[src/rtl/tirq_pkg.sv]
package tirq_pkg;

    localparam int ADDR_W      = 12;
    localparam int DATA_W      = 64;
    localparam int LANES       = DATA_W / 8;
    localparam int RING_BYTES  = 16;
    localparam int PRIO_LEVELS = 8;
    localparam int PRIO_W      = $clog2(PRIO_LEVELS);
    localparam logic [7:0] MAX_PRIO = 8'(PRIO_LEVELS - 1);
    localparam logic [7:0] PRIO_NONE = 8'hFF;

    // byte positions inside the operating-system ring
    localparam int POS_STAT  = 0;
    localparam int POS_THR   = 1;
    localparam int POS_PEND  = 2;
    localparam int POS_BEST  = 7;

    localparam logic [ADDR_W-1:0] OS_RING_BASE = 12'h010;
    localparam logic [ADDR_W-1:0] SPECIAL_BASE = 12'h800;
    localparam logic [ADDR_W-1:0] TAKE_ADDR    = 12'h810;

    typedef enum logic [1:0] {
        ACC_OS_RING,
        ACC_TAKE,
        ACC_SPECIAL_BAD,
        ACC_UNIMP
    } acc_kind_e;

    typedef struct packed {
        logic [7:0] thr;
        logic [7:0] pend;
    } prio_state_t;

    typedef struct packed {
        logic              valid;
        logic [DATA_W-1:0] rdata;
        logic              err;
        logic              unimp;
    } rsp_t;

    typedef struct packed {
        prio_state_t st;
        rsp_t        rsp;
    } win_reg_t;

    function automatic logic [7:0] thr_clamp(input logic [7:0] v);
        return (v > MAX_PRIO) ? PRIO_NONE : v;
    endfunction

endpackage

[src/rtl/tirq_decode.sv]
module tirq_decode
    import tirq_pkg::*;
(
    input  logic [ADDR_W-1:0] addr,
    input  logic              write,
    input  logic [1:0]        size,
    output acc_kind_e         kind,
    output logic              aligned
);
    logic [2:0] low_mask;

    always_comb begin
        low_mask = (3'b001 << size) - 3'b001;
        aligned  = ((addr[2:0] & low_mask) == 3'b000);
        if (addr >= SPECIAL_BASE) begin
            if (!write && addr == TAKE_ADDR && size == 2'd1)
                kind = ACC_TAKE;
            else
                kind = ACC_SPECIAL_BAD;
        end else if (addr[ADDR_W-1:4] == OS_RING_BASE[ADDR_W-1:4]) begin
            kind = ACC_OS_RING;
        end else begin
            kind = ACC_UNIMP;
        end
    end
endmodule

[src/rtl/tirq_prio.sv]
module tirq_prio
    import tirq_pkg::*;
(
    input  logic [PRIO_LEVELS-1:0] pend,
    output logic [7:0]             best,
    output logic                   any
);
    always_comb begin
        best = PRIO_NONE;
        any  = 1'b0;
        // priority p lives in bit (LEVELS-1-p); the last hit wins, so walk from least favoured
        for (int p = PRIO_LEVELS - 1; p >= 0; p--) begin
            if (pend[PRIO_LEVELS-1-p]) begin
                best = 8'(p);
                any  = 1'b1;
            end
        end
    end
endmodule

[src/rtl/tirq_lanes.sv]
module tirq_lanes
    import tirq_pkg::*;
(
    input  logic [RING_BYTES-1:0][7:0] ring,
    input  logic [3:0]                 offset,
    input  logic [1:0]                 size,
    input  logic [DATA_W-1:0]          wdata,
    output logic [DATA_W-1:0]          rdata,
    output logic                       thr_hit,
    output logic [7:0]                 thr_val
);
    int         nbytes;
    logic [3:0] idx;

    always_comb begin
        nbytes  = 1 << size;
        rdata   = '0;
        thr_hit = 1'b0;
        thr_val = '0;
        idx     = '0;
        for (int i = 0; i < LANES; i++) begin
            if (i < nbytes) begin
                idx = offset + 4'(i);
                rdata[8*(nbytes-1-i) +: 8] = ring[idx];
                if (idx == 4'(POS_THR)) begin
                    thr_hit = 1'b1;
                    thr_val = wdata[8*(nbytes-1-i) +: 8];
                end
            end
        end
    end
endmodule

[src/rtl/thread_irq_window.sv]
module thread_irq_window
    import tirq_pkg::*;
(
    input  logic              clk,
    input  logic              rst_n,
    input  logic              req_valid,
    input  logic              req_write,
    input  logic [11:0]       req_addr,
    input  logic [1:0]        req_size,
    input  logic [63:0]       req_wdata,
    input  logic              evt_valid,
    input  logic [2:0]        evt_prio,
    output logic              rsp_valid,
    output logic [63:0]       rsp_rdata,
    output logic              rsp_err,
    output logic              rsp_unimp,
    output logic              irq_out
);
    win_reg_t  r_q, r_d;
    acc_kind_e kind;
    logic      aligned;
    logic [7:0] best;
    logic       any_pend;
    logic       signal_q;
    logic [7:0] stat_byte;
    logic [RING_BYTES-1:0][7:0] ring;
    logic [DATA_W-1:0] lane_rdata;
    logic       thr_hit;
    logic [7:0] thr_val;
    logic [7:0] thr_now;

    tirq_decode u_decode (
        .addr    (req_addr),
        .write   (req_write),
        .size    (req_size),
        .kind    (kind),
        .aligned (aligned)
    );

    tirq_prio u_prio (
        .pend (r_q.st.pend),
        .best (best),
        .any  (any_pend)
    );

    // the threshold is 0..7 or 0xFF, so an empty bitmap (0xFF) never signals
    assign signal_q  = any_pend && (best < r_q.st.thr);
    assign stat_byte = {signal_q, 7'b0};
    assign thr_now   = r_q.st.thr;

    always_comb begin
        ring           = '0;
        ring[POS_STAT] = stat_byte;
        ring[POS_THR]  = r_q.st.thr;
        ring[POS_PEND] = r_q.st.pend;
        ring[POS_BEST] = best;
    end

    tirq_lanes u_lanes (
        .ring    (ring),
        .offset  (req_addr[3:0]),
        .size    (req_size),
        .wdata   (req_wdata),
        .rdata   (lane_rdata),
        .thr_hit (thr_hit),
        .thr_val (thr_val)
    );

    always_comb begin
        r_d           = r_q;
        r_d.rsp       = '0;
        r_d.rsp.valid = req_valid;
        if (req_valid) begin
            unique case (kind)
                ACC_OS_RING: begin
                    if (!req_write) begin
                        if (aligned) begin
                            r_d.rsp.rdata = lane_rdata;
                        end else begin
                            r_d.rsp.rdata = '1;
                            r_d.rsp.err   = 1'b1;
                        end
                    end else if (req_size == 2'd1 || !aligned) begin
                        r_d.rsp.err = 1'b1;
                    end else if (thr_hit) begin
                        r_d.st.thr = thr_clamp(thr_val);
                    end
                end
                ACC_TAKE: begin
                    if (signal_q) begin
                        r_d.st.thr = best;
                        r_d.st.pend[PRIO_LEVELS-1-int'(best[PRIO_W-1:0])] = 1'b0;
                        r_d.rsp.rdata = {48'b0, stat_byte, best};
                    end else begin
                        r_d.rsp.rdata = {48'b0, stat_byte, r_q.st.thr};
                    end
                end
                ACC_SPECIAL_BAD: begin
                    r_d.rsp.err = 1'b1;
                    if (!req_write) r_d.rsp.rdata = '1;
                end
                default: begin
                    r_d.rsp.unimp = 1'b1;
                    if (!req_write) r_d.rsp.rdata = '1;
                end
            endcase
        end
        if (evt_valid)
            r_d.st.pend[PRIO_LEVELS-1-int'(evt_prio)] = 1'b1;
    end

    always_ff @(posedge clk or negedge rst_n) begin
        if (!rst_n) r_q <= '0;
        else        r_q <= r_d;
    end

    assign rsp_valid = r_q.rsp.valid;
    assign rsp_rdata = r_q.rsp.rdata;
    assign rsp_err   = r_q.rsp.err;
    assign rsp_unimp = r_q.rsp.unimp;
    assign irq_out   = signal_q;
endmodule

[config.mk]
export PLATFORM = sky130hd
export DESIGN_NAME = thread_irq_window
export DESIGN_NICKNAME = d
export VERILOG_FILES = /design/src/rtl/tirq_pkg.sv /design/src/rtl/tirq_decode.sv /design/src/rtl/tirq_prio.sv /design/src/rtl/tirq_lanes.sv /design/src/rtl/thread_irq_window.sv
export SDC_FILE = /design/constraint.sdc
export NUM_CORES = 1
export LEC_CHECK = 0
export BUFFER_PORTS_ARGS = -buffer_cell sky130_fd_sc_hd__buf_4
export CORE_MARGIN = 3
export CORE_UTILIZATION = 24
export DETAILED_ROUTE_END_ITERATION = 16
export PLACE_DENSITY = 0.38
export RECOVER_POWER = 100
export SLEW_MARGIN = 20
export SYNTH_ARGS = -nofsm -noshare
export SYNTH_HDL_FRONTEND = slang
export SYNTH_SLANG_ARGS = --single-unit
[constraint.sdc]
create_clock -name clk -period 5.6 [get_ports clk]
set_input_delay 1.12 -clock clk [delete_from_list [all_inputs] [get_ports clk]]
set_output_delay 1.12 -clock clk [all_outputs]
set_load 0.03 [all_outputs]
==> results of run 1 <==
## per-layer routing
layer / GRT usage / part of all wire
met1: 0.2898 / 0.43
met2: 0.3505 / 0.47
met3: 0.04154 / 0.067
met4: 0.06906 / 0.032
met5: 0 / 0.00019
## area by class of cell
cell class	count	area [um2]	share of cell area
diodes	1	2.502	0.0001865
clock buffers	10	239.0	0.01781
clock inverters	6	46.29	0.003450
inverters	34	133.9	0.009976
multi-input cells	1157	8637	0.6436
flip-flops and latches	83	2077	0.1548
well taps	656	820.8	0.06116
repair buffers	233	1464	0.1091
## sequential cells by signal, summed over array words and instances (netlist names)
| signal | count |
|---|---|
| r_q | 8 |
| rsp_err | 1 |
| rsp_rdata | 64 |
| rsp_unimp | 1 |
| rsp_valid | 1 |
| thr_now | 8 |
## per-stage QoR
step	cell area (um2)	setup slack, ns	instances
finish	13420	0.4321	2180
global route	13420	0.2067	2179
CTS	13710	0.6510	2179
detailed placement	13420	0.2456	2163
global placement	13420	0.2924	2163
floorplan	11830	1.014	1463
## critical path, delay by kind of cell
family | cells | cell delay, ns
fa+ha+maj | 2 | 0.90
simple gates | 3 | 1.50
mux | 1 | 0.38
compound gates | 4 | 0.80
buf+inv | 3 | 0.73
## final timing paths
| path | start | to | slack, ns |
|---|---|---|---|
| hold reg to reg | thr_now[1]$_DFFE_PN0P_ | thr_now[1]$_DFFE_PN0P_ | 0.64 |
| setup / recovery | req_size[1] | thr_now[6]$_DFFE_PN0P_ | 0.43 |
| setup reg to reg | r_q[71]$_DFF_PN0_ | rsp_rdata[15]$_DFF_PN0_ | 1.07 |
| hold / removal | thr_now[1]$_DFFE_PN0P_ | thr_now[1]$_DFFE_PN0P_ | 0.64 |
| min in group asynchronous | rst_n | thr_now[4]$_DFFE_PN0P_ | 1.17 |
| max in group asynchronous | rst_n | rsp_rdata[52]$_DFF_PN0_ | 2.32 |
## cells by family after synthesis
logic type / count (synthesis) / share of synthesized area
mux: 126 / 0.1881
xor+xnor: 14 / 0.01036
simple gates: 446 / 0.1893
compound gates: 539 / 0.3057
flops: 83 / 0.1755
buf+inv: 223 / 0.09718
fa+ha+maj: 32 / 0.03384
## cells in the mapped netlist, types with 5 or more instances
master / number
mux2_2: 11
nand2_1: 97
xor2_1: 5
a2111oi_0: 9
a31oi_1: 18
and2_1: 13
mux2i_1: 39
o221ai_1: 8
a221o_1: 5
dfrtp_1: 83
nor4_1: 11
a21oi_1: 136
buf_1: 10
o211ai_1: 14
a21o_1: 8
buf_4: 68
nand2b_1: 19
or2_2: 8
nor2_1: 111
nor3_1: 56
and3_1: 17
xnor2_1: 9
a22o_1: 9
clkbuf_1: 85
ha_1: 32
a211oi_1: 23
nand4_1: 11
buf_2: 23
o21ai_0: 109
a22oi_1: 48
a221oi_1: 46
o32ai_1: 5
a32o_1: 5
nor2b_1: 15
inv_1: 29
nand3_1: 44
o31a_1: 5
or3_1: 16
o31ai_1: 22
mux4_2: 76
o22ai_1: 22
## report_power, final
group | leakage (nW) | switching (mW) | internal (mW)
clock | 0.136 | 0.271 | 0.316
sequential | 1.05 | 0.0164 | 0.629
combinational | 3.66 | 0.606 | 0.339
total | 4.84 | 0.893 | 1.28
## cells in the final DEF (no fill, tap or decap), types with 29 or more instances in the layout
master    synthesis  final
mux4_2           76     76
inv_1            29     29
nand2_1          97     97
clkbuf_1         85     74
nor2_1          111    110
nand3_1          44     44
a221oi_1         46     46
o21ai_0         109    109
nor3_1           56     55
mux2i_1          39     39
a22oi_1          48     48
a21oi_1         136    136
dfrtp_1          83     83
buf_4            68    155
==> impl.org, run 1 <==
** STA
- Max transition margin :: -0.09821
- Dividing the final minimum period by the clock period gives 0.9228.
- Final setup vio count :: 0
- The final count of hold timing violations is 0.
- After routing, the total negative slack on setup checks comes to 0 ns.
- On the final layout, the worst clock skew is 0.01303 ns.
- The clock period could shrink to 5.168 ns.
- Setup repair after global routing left no endpoint under its margin.
- For the pin with the worst max-slew slack, the measured transition is 1.647 ns.
- The max-slew violation count was 27.
- The tightest hold path in the finished design has a slack of 0.6394 ns.
- Fmax :: 193.5 MHz

** Global route
- Global-route wire length before repair :: 86.08 mm
- Largest net degree at the start of global routing :: 59
- The initial antenna violation count was 1.
- Residual overflow from global routing :: 0
- The number of global-route vias before repair came to 12600.
- Global-route usage over all layers :: 0.2161

** Worst setup path
- Depth of the worst register-to-register path :: 15
- Data arrival at the endpoint of the critical path :: 5.43 ns
- The worst setup path is launched from an input pin.
- Ordered cell list for the critical path :: buf_4 > inv_1 > ha_4 > ha_1 > clkbuf_2 > mux4_2 > nor4_1 > a2111oi_0 > o21ai_0 > o311ai_1 > nor4_1 > nor3_1 > a21o_1
- Data on the critical path is required at its endpoint by 5.86 ns.
- Crit end category :: flop
- Slowest stage delay, CP :: 0.87 ns
- Counting stages on the worst path, the most repeated cell is nor4_1.
- Among all stages on the critical path, the largest delay is contributed by nor4_1.
- Max FO, Critical Path :: 16
- The setup path with the least slack is of type input pin to flop.

** Clocking
- H-Tree Depth :: 3
- Clock slew seen by the registers of the worst setup and hold paths :: 0.07 ns
- In this run the clock root is driven by a clkbuf_16.
- The tree built by TritonCTS fans out to 83 sinks.
- Total clock buffers created by CTS :: 9
- Number of gates given a new drive strength after cts :: 0
- Setup Buffers After CTS :: 0
- Later-pin clock latency in the skew report :: 0.37 ns
- The longest clock path from root to sink contains 2 buffers.
- CTS tree :: built
- The number of hold buffers added after CTS was 0.

** Floorplan
- The floorplan step set the die width to 228.0 um.
- The total area inside the core boundary comes to 0.04825 mm2.
- I/O pin cnt :: 154
- Die height :: 228.0 um
- Area of the die :: 0.05200 mm2
- Effective utilization at floorplan :: 0.2453
- The initialized floorplan defines 80 standard-cell rows.

** Yosys
- Top_reg_cell synth :: dfrtp_1
- Area of the mapped netlist :: 0.01183 mm2
- In this run, synthesis produced a sequential element count of 83.
- Warnings, synthesis :: 0
- Leading area contributor after synthesis :: dfrtp_1
- Synthesis produced a netlist whose cell count is 1463.
- Sorting the synthesized cells by area gives the leading types as dfrtp_1 18%, mux4_2 14%, a21oi_1 5.8%.
- Mean instance size in the synthesized netlist :: 8.088 um2
- When the netlist entered floorplanning its net count stood at 1581.
- Of the post-synthesis cell area, the dominant cell type holds 0.1755.
- Fraction of the yosys area taken by sequential cells :: 0.1755
- The netlist uses 90 different library cells.
- Counting flops with an async set or reset pin after synthesis yields a share of 1.000.
- The synthesized design contains 0 enable-type register cells.

** Routing
- Number of DRC violations after detailed-routing iteration 0 :: 1437
- Total Routed Length :: 58.05 mm
- Routed wire length per instance :: 26.63 um
- The pre-antenna-repair detailed-routing pass consisted of 7 iterations.
- Dividing the detail-routed via count by the number of cells gives 5.850.
- The detailed router placed 12750 vias in this run.
- For this run, design rule violations remaining after detail routing come to 0.
- Remaining number of nets flagged by the antenna check after routing :: 0

** Layout
- Net total in the final layout :: 1636
- Number of inserted filler cells in the final layout :: 5341
- In the final layout, the share of cells above drive strength 1 is 0.1963.
- Area Growth Syn to Fin :: 13.42%
- Final Core Density :: 0.2782

** Placement
- Input and output buffers added on the ports amount to 153.
- HPWL reported at the end of detailed placement :: 45.57 mm
- Weighted congestion at the end of routability-driven global placement :: 0.9526

** Outcome
- The run finished, with violations left.
- Violated checks :: capacitance limit, slew limit

** Pwr
- Across the VDD grid, the largest voltage drop is 0.1178 mV.
- Dividing total power by cell area gives a power density of 162.2 mW/mm2.
- After layout, the design draws a total of 2.177 mW.
- The analysis attributes to cell leakage a power of 4.842 nW.

** Hold path
- Worst min-delay path class :: flop to flop
- Along the worst hold path, the cell count comes to 2.

** Flow run
- Across the run, the number of max-cap violations was 2.
Power figures use the tool's default switching activity.
==> run 2: changes to the inputs <==
- CORE_UTILIZATION: 24 -> 45
- PLACE_DENSITY: 0.38 -> not set
==> run 2 against run 1 <==
  * The flow still finishes with violations (capacitance limit, slew limit)
  * Clock-buffer cell count did not move
  * Global-route usage up 14 points
  * Largest cell class unchanged
  * Non-clock buffer count down 1
  * Register-to-register slack got worse by 0.46 ns
  * Fmax shrank 0.30%
  * Setup slack worse by 0.016 ns
  * Routed wire length decreased by 11%
  * Final cell count is 15% lower
  * Die area is 46% lower
==> impl.org, run 2 (synthesis results as in run 1) <==
** Clocking
- The clock slew at the register clock pins of the worst setup and hold paths came to 0.07 ns (about the same).
- The number of resized instances in the post-cts repair step was 0 (unchanged).
- The clock insertion delay at the later pin of the skew report is 0.36 ns (was 0.37 ns).
- Clock Root Buffer :: clkbuf_16 (unchanged)
- Total clock buffers created by CTS :: 9 (unchanged)
- CTS tree :: built (unchanged)
- CTS sink count :: 83 (unchanged)
- The post-CTS repair timing setup buffer count was 0 (unchanged).
- Hold-fix buffer count after cts :: 0 (unchanged)
- The CTS H-tree depth is 3 (unchanged).
- Number of buffers on the longest clock path :: 2 (unchanged)

** Worst setup path
- The cell type group with the largest total delay on the critical path is compound AO/OA/AOI/OAI gates (was simple AND/OR/NAND/NOR gates).
- Ordered cell list for the critical path :: buf_4 > inv_1 > ha_1 > nor2_1 > nand2_1 > a2111oi_1 > a221oi_1 > o21ai_0 > a21oi_1 > o21ai_0 (was buf_4 > inv_1 > ha_4 > ha_1 > clkbuf_2 > mux4_2 > nor4_1 > a2111oi_0 > o21ai_0 > o311ai_1 > nor4_1 > nor3_1 > a21o_1)
- The data arrival at the endpoint of the critical path is 5.45 ns (was 5.43 ns).
- The critical path capture point type was a flop (unchanged).
- The cell repeated most along the worst path is o21ai_0 (was nor4_1).
- The maximum fanout encountered on the critical timing path is 35 (was 16).
- The delay of the slowest cell on the worst path is 1.36 ns (was 0.87 ns).
- The register-to-register setup slack came to 0.61 ns (was 1.07 ns).
- Kind of start point of the critical path :: input pin (unchanged)
- Count of buffering cells on the critical path with inverters included :: 2 (was 3)
- The worst path required time is 5.87 ns (was 5.86 ns).
- Slowest CP cell :: a2111oi_1 (was nor4_1)
- The class of the most critical setup path is input pin to flop (unchanged).

** Layout
- Commonest cells after routing, fill and taps aside: 151 x buf_4, 136 x a21oi_1, 111 x nor2_1 (was 155 x buf_4, 136 x a21oi_1, 110 x nor2_1).
- Sequential cell area :: 0.002077 mm2 (unchanged)
- Net total in the final layout :: 1635 (was 1636)
- The most frequent standard cell in the layout excluding fill and tap cells is buf_4 (unchanged).
- The number of antenna repair diodes came to 0 (was 1).
- The multi-input logic area came to 0.008593 mm2 (was 0.008637 mm2).
- The total of fill cells in the finished design came to 2585 (was 5341).
- Flip-flop count of the largest register, all copies and words added :: 64 (unchanged)
- Area Growth Syn to Fin :: 9.612% (was 13.42%)
- Ratio of cells with drive above 1 in the final layout :: 0.1873 (was 0.1963)

** Global route
- Vias in the first global route :: 12490 (was 12600)
- Number of antenna violations at the first check in global routing :: 0 (was 1)
- The maximum number of pins on one net before global-route repair was 92 (was 59).
- Residual overflow from global routing :: 0 (unchanged)
- Global-route wire length before repair :: 77.91 mm (was 86.08 mm)
- The global-route usage over all layers is 0.3522 (was 0.2161).

** STA
- Max transition margin :: -0.06215 (was -0.09821)
- Final setup vio count :: 0 (unchanged)
- Period utilisation layout :: 0.9256 (was 0.9228)
- Unrepaired setup endpoints after global routing :: no (unchanged)
- Clock Skew :: 0.01952 ns (was 0.01303 ns)
- The post-layout minimum cycle time came to 5.184 ns (was 5.168 ns).
- The final count of hold timing violations is 0 (unchanged).
- The final-layout setup total negative slack was 0 ns (unchanged).
- Fin. max-slew vios :: 35 (was 27)
- The transition time at the pin with the least slew margin is 1.593 ns (was 1.647 ns).
- Fmax :: 192.9 MHz (was 193.5 MHz)

** Pwr
- Leakage :: 4.832 nW (was 4.842 nW)
- Worst VDD drop :: 0.1737 mV (was 0.1178 mV)
- The power density over the cells was 168.8 mW/mm2 (was 162.2 mW/mm2).
- The total power consumption of the routed design came to 2.190 mW (was 2.177 mW).

** Placement
- The number of port buffers came to 153 (unchanged).
- The detailed placer's ending HPWL is 39.62 mm (was 45.57 mm).
- Weighted congestion at the end of routability-driven global placement :: 1.140 (was 0.9526)

** Floorplan
- Horizontal die dimension :: 168.2 um (was 228.0 um)
- The area of the die came to 0.02828 mm2 (was 0.05200 mm2).
- I/O pin cnt :: 154 (unchanged)
- The starting density of the core was 0.4632 (was 0.2453).
- Die height :: 168.2 um (was 228.0 um)
- Row cnt :: 58 (was 80)
- Core area :: 0.02554 mm2 (was 0.04825 mm2)

** Outcome
- Violated checks :: capacitance limit, slew limit (unchanged)
- Status: finished with violations (unchanged).

** Routing
- Routed wire length per instance :: 27.89 um (was 26.63 um)
- The first-pass iteration count of the detailed router came to 6 (was 7).
- Remaining number of nets flagged by the antenna check after routing :: 0 (unchanged)
- The detail-routed via count per cell came to 7.156 (was 5.850).
- The number of DRC markers in iteration 0 was 1861 (was 1437).
- Routed vias :: 13250 (was 12750)
- Total Routed Length :: 51.65 mm (was 58.05 mm)
- The DRC violations left came to 0 (unchanged).

** Hold path
- The class of the worst hold path was flop to flop (unchanged).

** Flow run
- The max capacitance violation total was 3 (was 2).
run 2: cell count changes in the layout (fill, tap and decap cells not counted), moves of 2 or more:
cell	change
clkbuf_2	-2
clkbuf_1	+4
clkinvlp_4	-2
nor4b_1	+2
nor4b_2	-2
buf_4	-4
clkinv_4	+2
run 2: report_power, final:
group          total, mW  internal [mW]  leakage (nW)  switching (mW)
registers          0.647          0.628          1.05          0.0188
clock network      0.619          0.323         0.146           0.296
logic              0.924          0.337          3.64           0.587
total               2.19           1.29          4.83           0.901
run 2: area by class of cell:
type / count / share of cell area
multi-input combinational: 1157 / 0.6626
sequential: 83 / 0.1601
timing repair buffer: 232 / 0.1125
tap: 330 / 0.03183
clock buffer: 10 / 0.01843
inverter: 34 / 0.01032
clock inverter: 6 / 0.004245
run 2: stage by stage:
stage	hold slack (ns)	setup WS [ns]	area, um2	util	cells
after floorplan	0.5350	1.014	11830	-	1463
after global placement	0.6119	0.5715	13010	0.5092	1836
after detailed placement	0.6131	0.4284	13010	0.5092	1836
after CTS	0.6215	0.6077	13300	0.5207	1852
after global routing	0.6458	0.2244	12970	0.5077	1852
final	0.6278	0.4164	12970	0.5077	1852
run 2: worst reg2reg max path, cell delays in order, from the launching register on:
cell and delay, ns:
dfrtp_1 0.58, or4_1 0.79, inv_6 0.19, nand2_1 0.12
clkinv_2 0.17, ha_1 0.19, nand3_1 0.10, o31ai_1 0.59
a2111oi_4 0.25, a2111oi_0 0.78, nor3_1 0.25, a32o_1 0.32
o221ai_1 0.35, a21oi_1 0.12
run 2: final timing paths:
kind / to / start / cells past startpoint
hold / removal: thr_now[1]$_DFFE_PN0P_ / thr_now[1]$_DFFE_PN0P_ / 2
max in group asynchronous: rsp_rdata[61]$_DFF_PN0_ / rst_n / 2
hold reg to reg: thr_now[1]$_DFFE_PN0P_ / thr_now[1]$_DFFE_PN0P_ / 2
min in group asynchronous: rsp_rdata[4]$_DFF_PN0_ / rst_n / 1
setup / recovery: rsp_rdata[35]$_DFF_PN0_ / req_addr[0] / 10
setup reg to reg: rsp_rdata[63]$_DFF_PN0_ / r_q[72]$_DFF_PN0_ / 13
run 2: layer usage:
layer,vias up,GRT usage,routed length (um)
met4,0,0.1761,3023
li1,5750,-,-
met3,189,0.07443,5542
met5,-,0,0
met2,944,0.5264,22280
met1,6370,0.4840,20800
==> run 3: changes to the inputs <==
- CORE_UTILIZATION: 45 -> 46
- PLACE_DENSITY: not set -> 0.66
==> run 3 against run 2 <==
  * The flow still finishes with violations (capacitance limit, slew limit)
  * Routed wire length up 1.5%
  * Die area down 2.1%
  * Setup slack lost 0.030 ns
  * Critical path depth increased by 1
  * Fmax down 0.59%
  * Non-clock buffer count fell by 12
  * Power fell by 1.8%
  * Critical endpoint is now irq_out
  * Sequential power about the same
  * Sequential share of layout area increased by 0.090 points
==> impl.org, run 3 (synthesis results as in run 1) <==
** Layout
- The final net count came to 1623 (was 1635).
- Sequential cell area :: 0.002077 mm2 (unchanged)
- Commonest cells after routing, fill and taps aside :: 144 x buf_4, 136 x a21oi_1, 111 x nor2_1 (was 151 x buf_4, 136 x a21oi_1, 111 x nor2_1)
- The utilization after layout is 0.5107 (was 0.5077).
- The flip-flop count of the largest register, all copies and words added is 64 (unchanged).
- The cell area after layout is 0.01290 mm2 (was 0.01297 mm2).
- Most common cell after layout, fill and taps aside :: buf_4 (unchanged)
- Area taken by multi-input logic gates :: 0.008607 mm2 (was 0.008593 mm2)
- Number of inserted filler cells in the final layout :: 2486 (was 2585)
- Non-filler cells, final :: 1840 (was 1852)
- Area Growth Syn to Fin :: 8.999% (was 9.612%)
- The number of antenna repair diodes was 0 (unchanged).
- The ratio of cells with drive above 1 in the final layout is 0.1861 (was 0.1873).

** Floorplan
- The starting density of the core is 0.4685 (was 0.4632).
- The area of the die is 0.02768 mm2 (was 0.02828 mm2).
- The width of the die is 166.4 um (was 168.2 um).
- Die height :: 166.4 um (was 168.2 um)
- I/O pin cnt :: 154 (unchanged)
- The number of standard-cell rows in the floorplan was 58 (unchanged).
- Core area :: 0.02525 mm2 (was 0.02554 mm2)

** Global route
- Global-route wire length before repair :: 78.54 mm (was 77.91 mm)
- The maximum number of pins on one net before global-route repair was 98 (was 92).
- The number of global-route vias before repair came to 12640 (was 12490).
- Residual overflow from global routing :: 0 (unchanged)
- Number of antenna violations at the first check in global routing :: 1 (was 0)
- Global-route usage over all layers :: 0.3623 (was 0.3522)

** Routing
- Via density :: 7.238 (was 7.156)
- Routed wire length per instance :: 28.48 um (was 27.89 um)
- The count of vias placed by the detailed router was 13320 (was 13250).
- Pre-antenna DRT Iters :: 7 (was 6)
- Remaining number of nets flagged by the antenna check after routing :: 0 (unchanged)
- Total Routed Length :: 52.41 mm (was 51.65 mm)
- The number of DRC markers in iteration 0 came to 1875 (was 1861).
- Detailed-route DRC error count :: 0 (unchanged)

** Pwr
- Leakage :: 4.775 nW (was 4.832 nW)
- Worst VDD drop :: 0.1045 mV (was 0.1737 mV)
- Power per cell area :: 166.7 mW/mm2 (was 168.8 mW/mm2)
- Power, Total :: 2.150 mW (was 2.190 mW)

** Clocking
- The TritonCTS clock tree was built (unchanged).
- Number of gates given a new drive strength after cts :: 0 (unchanged)
- The CTS H-tree depth came to 3 (unchanged).
- Later-pin clock latency in the skew report :: 0.36 ns (about the same)
- The buffer type at the clock tree root is clkbuf_16 (unchanged).
- Total clock buffers created by CTS :: 9 (unchanged)
- The clock slew at the register clock pins of the worst setup and hold paths was 0.08 ns (was 0.07 ns).
- Number of buffers on the longest clock path :: 2 (unchanged)
- The number of clock sinks was 83 (unchanged).
- Setup Buffers After CTS :: 0 (unchanged)
- The number of hold buffers added after cts came to 0 (unchanged).

** Worst setup path
- Crit path kind :: flop to output pin (was input pin to flop)
- Critical path required time :: 4.48 ns (was 5.87 ns)
- The maximum fanout encountered on the critical timing path came to 14 (was 35).
- The sort of element at the start of the critical path is a flop (was input pin).
- The data arrival at the endpoint of the critical path was 4.09 ns (was 5.45 ns).
- The register-to-register setup slack is 0.59 ns (was 0.61 ns).
- Crit end category :: output pin (was flop)

** STA
- The worst slew slack as a fraction of its limit is -0.04846 (was -0.06215).
- Final critical-path required period :: 5.214 ns (was 5.184 ns)
- Unrepaired setup endpoints after global routing :: no (unchanged)
- The largest clock skew in the final design is 0.01544 ns (was 0.01952 ns).
- Tightest hold margin :: 0.6857 ns (was 0.6278 ns)
- Tightest Pin Transition :: 1.562 ns (was 1.593 ns)
- The max-slew violation count was 20 (was 35).
- Worst setup slack after layout :: 0.3859 ns (was 0.4164 ns)
- Fmax :: 191.8 MHz (was 192.9 MHz)
- The final count of hold timing violations was 0 (unchanged).
- Post-route setup TNS :: 0 ns (unchanged)
- The post-route clock period utilization came to 0.9311 (was 0.9256).
- The final-report setup violation count was 0 (unchanged).

** Placement
- I/O Buffers :: 153 (unchanged)
- The detailed placer's ending HPWL came to 39.62 mm (about the same).
- Worst setup slack after placement :: 0.7793 ns (was 0.4284 ns)
- The total cell area at the placement stage came to 0.01292 mm2 (was 0.01301 mm2).
- The weighted congestion reported at the end of routability-driven placement was 1.047 (was 1.140).
- The number of placed instances with taps included is 1824 (was 1836).

** Flow run
- Number of max-capacitance violations reported :: 1 (was 3)

** Outcome
- Violated checks :: capacitance limit, slew limit (unchanged)
- Status: finished with violations (unchanged).

** Hold path
- The class of the worst hold path was flop to flop (unchanged).
run 3: layout make-up:
| cell class | count | share of cell area |
|---|---|---|
| well taps | 330 | 0.03201 |
| repair buffers | 220 | 0.1077 |
| clock inverters | 6 | 0.003783 |
| clock buffers | 10 | 0.01775 |
| inverters | 34 | 0.01038 |
| flip-flops and latches | 83 | 0.1610 |
| multi-input cells | 1157 | 0.6673 |
run 3: critical path, cell delays in order (launching register included):
cell and delay [ns]:
dfrtp_1 0.56, or4_1 0.76, inv_6 0.19, nand2_2 0.09
clkinvlp_2 0.28, ha_1 0.32, a21oi_1 0.16, o211a_1 0.17
o31ai_1 0.11, a2111oi_4 0.58, buf_4 0.31, buf_4 0.19
run 3: worst paths after layout:
path	from	to	cells past startpoint
min	thr_now[1]$_DFFE_PN0P_	thr_now[1]$_DFFE_PN0P_	2
min reg2reg	thr_now[1]$_DFFE_PN0P_	thr_now[1]$_DFFE_PN0P_	2
min in group asynchronous	rst_n	rsp_rdata[1]$_DFF_PN0_	1
max	r_q[72]$_DFF_PN0_	irq_out	11
max reg2reg	r_q[72]$_DFF_PN0_	rsp_rdata[7]$_DFF_PN0_	15
max in group asynchronous	rst_n	rsp_rdata[53]$_DFF_PN0_	2
run 3: power by group:
| group | internal [mW] | switching [mW] |
|---|---|---|
| sequential | 0.629 | 0.0211 |
| clock | 0.305 | 0.277 |
| combinational | 0.334 | 0.585 |
run 3: layer usage:
| layer | up-vias | global-route usage | wire length, um |
|---|---|---|---|
| met5 | - | 0 | 13 |
| met4 | 2 | 0.1991 | 3721 |
| met3 | 234 | 0.09188 | 6225 |
| met2 | 974 | 0.5588 | 22820 |
| met1 | 6382 | 0.4672 | 19630 |
| li1 | 5725 | - | - |
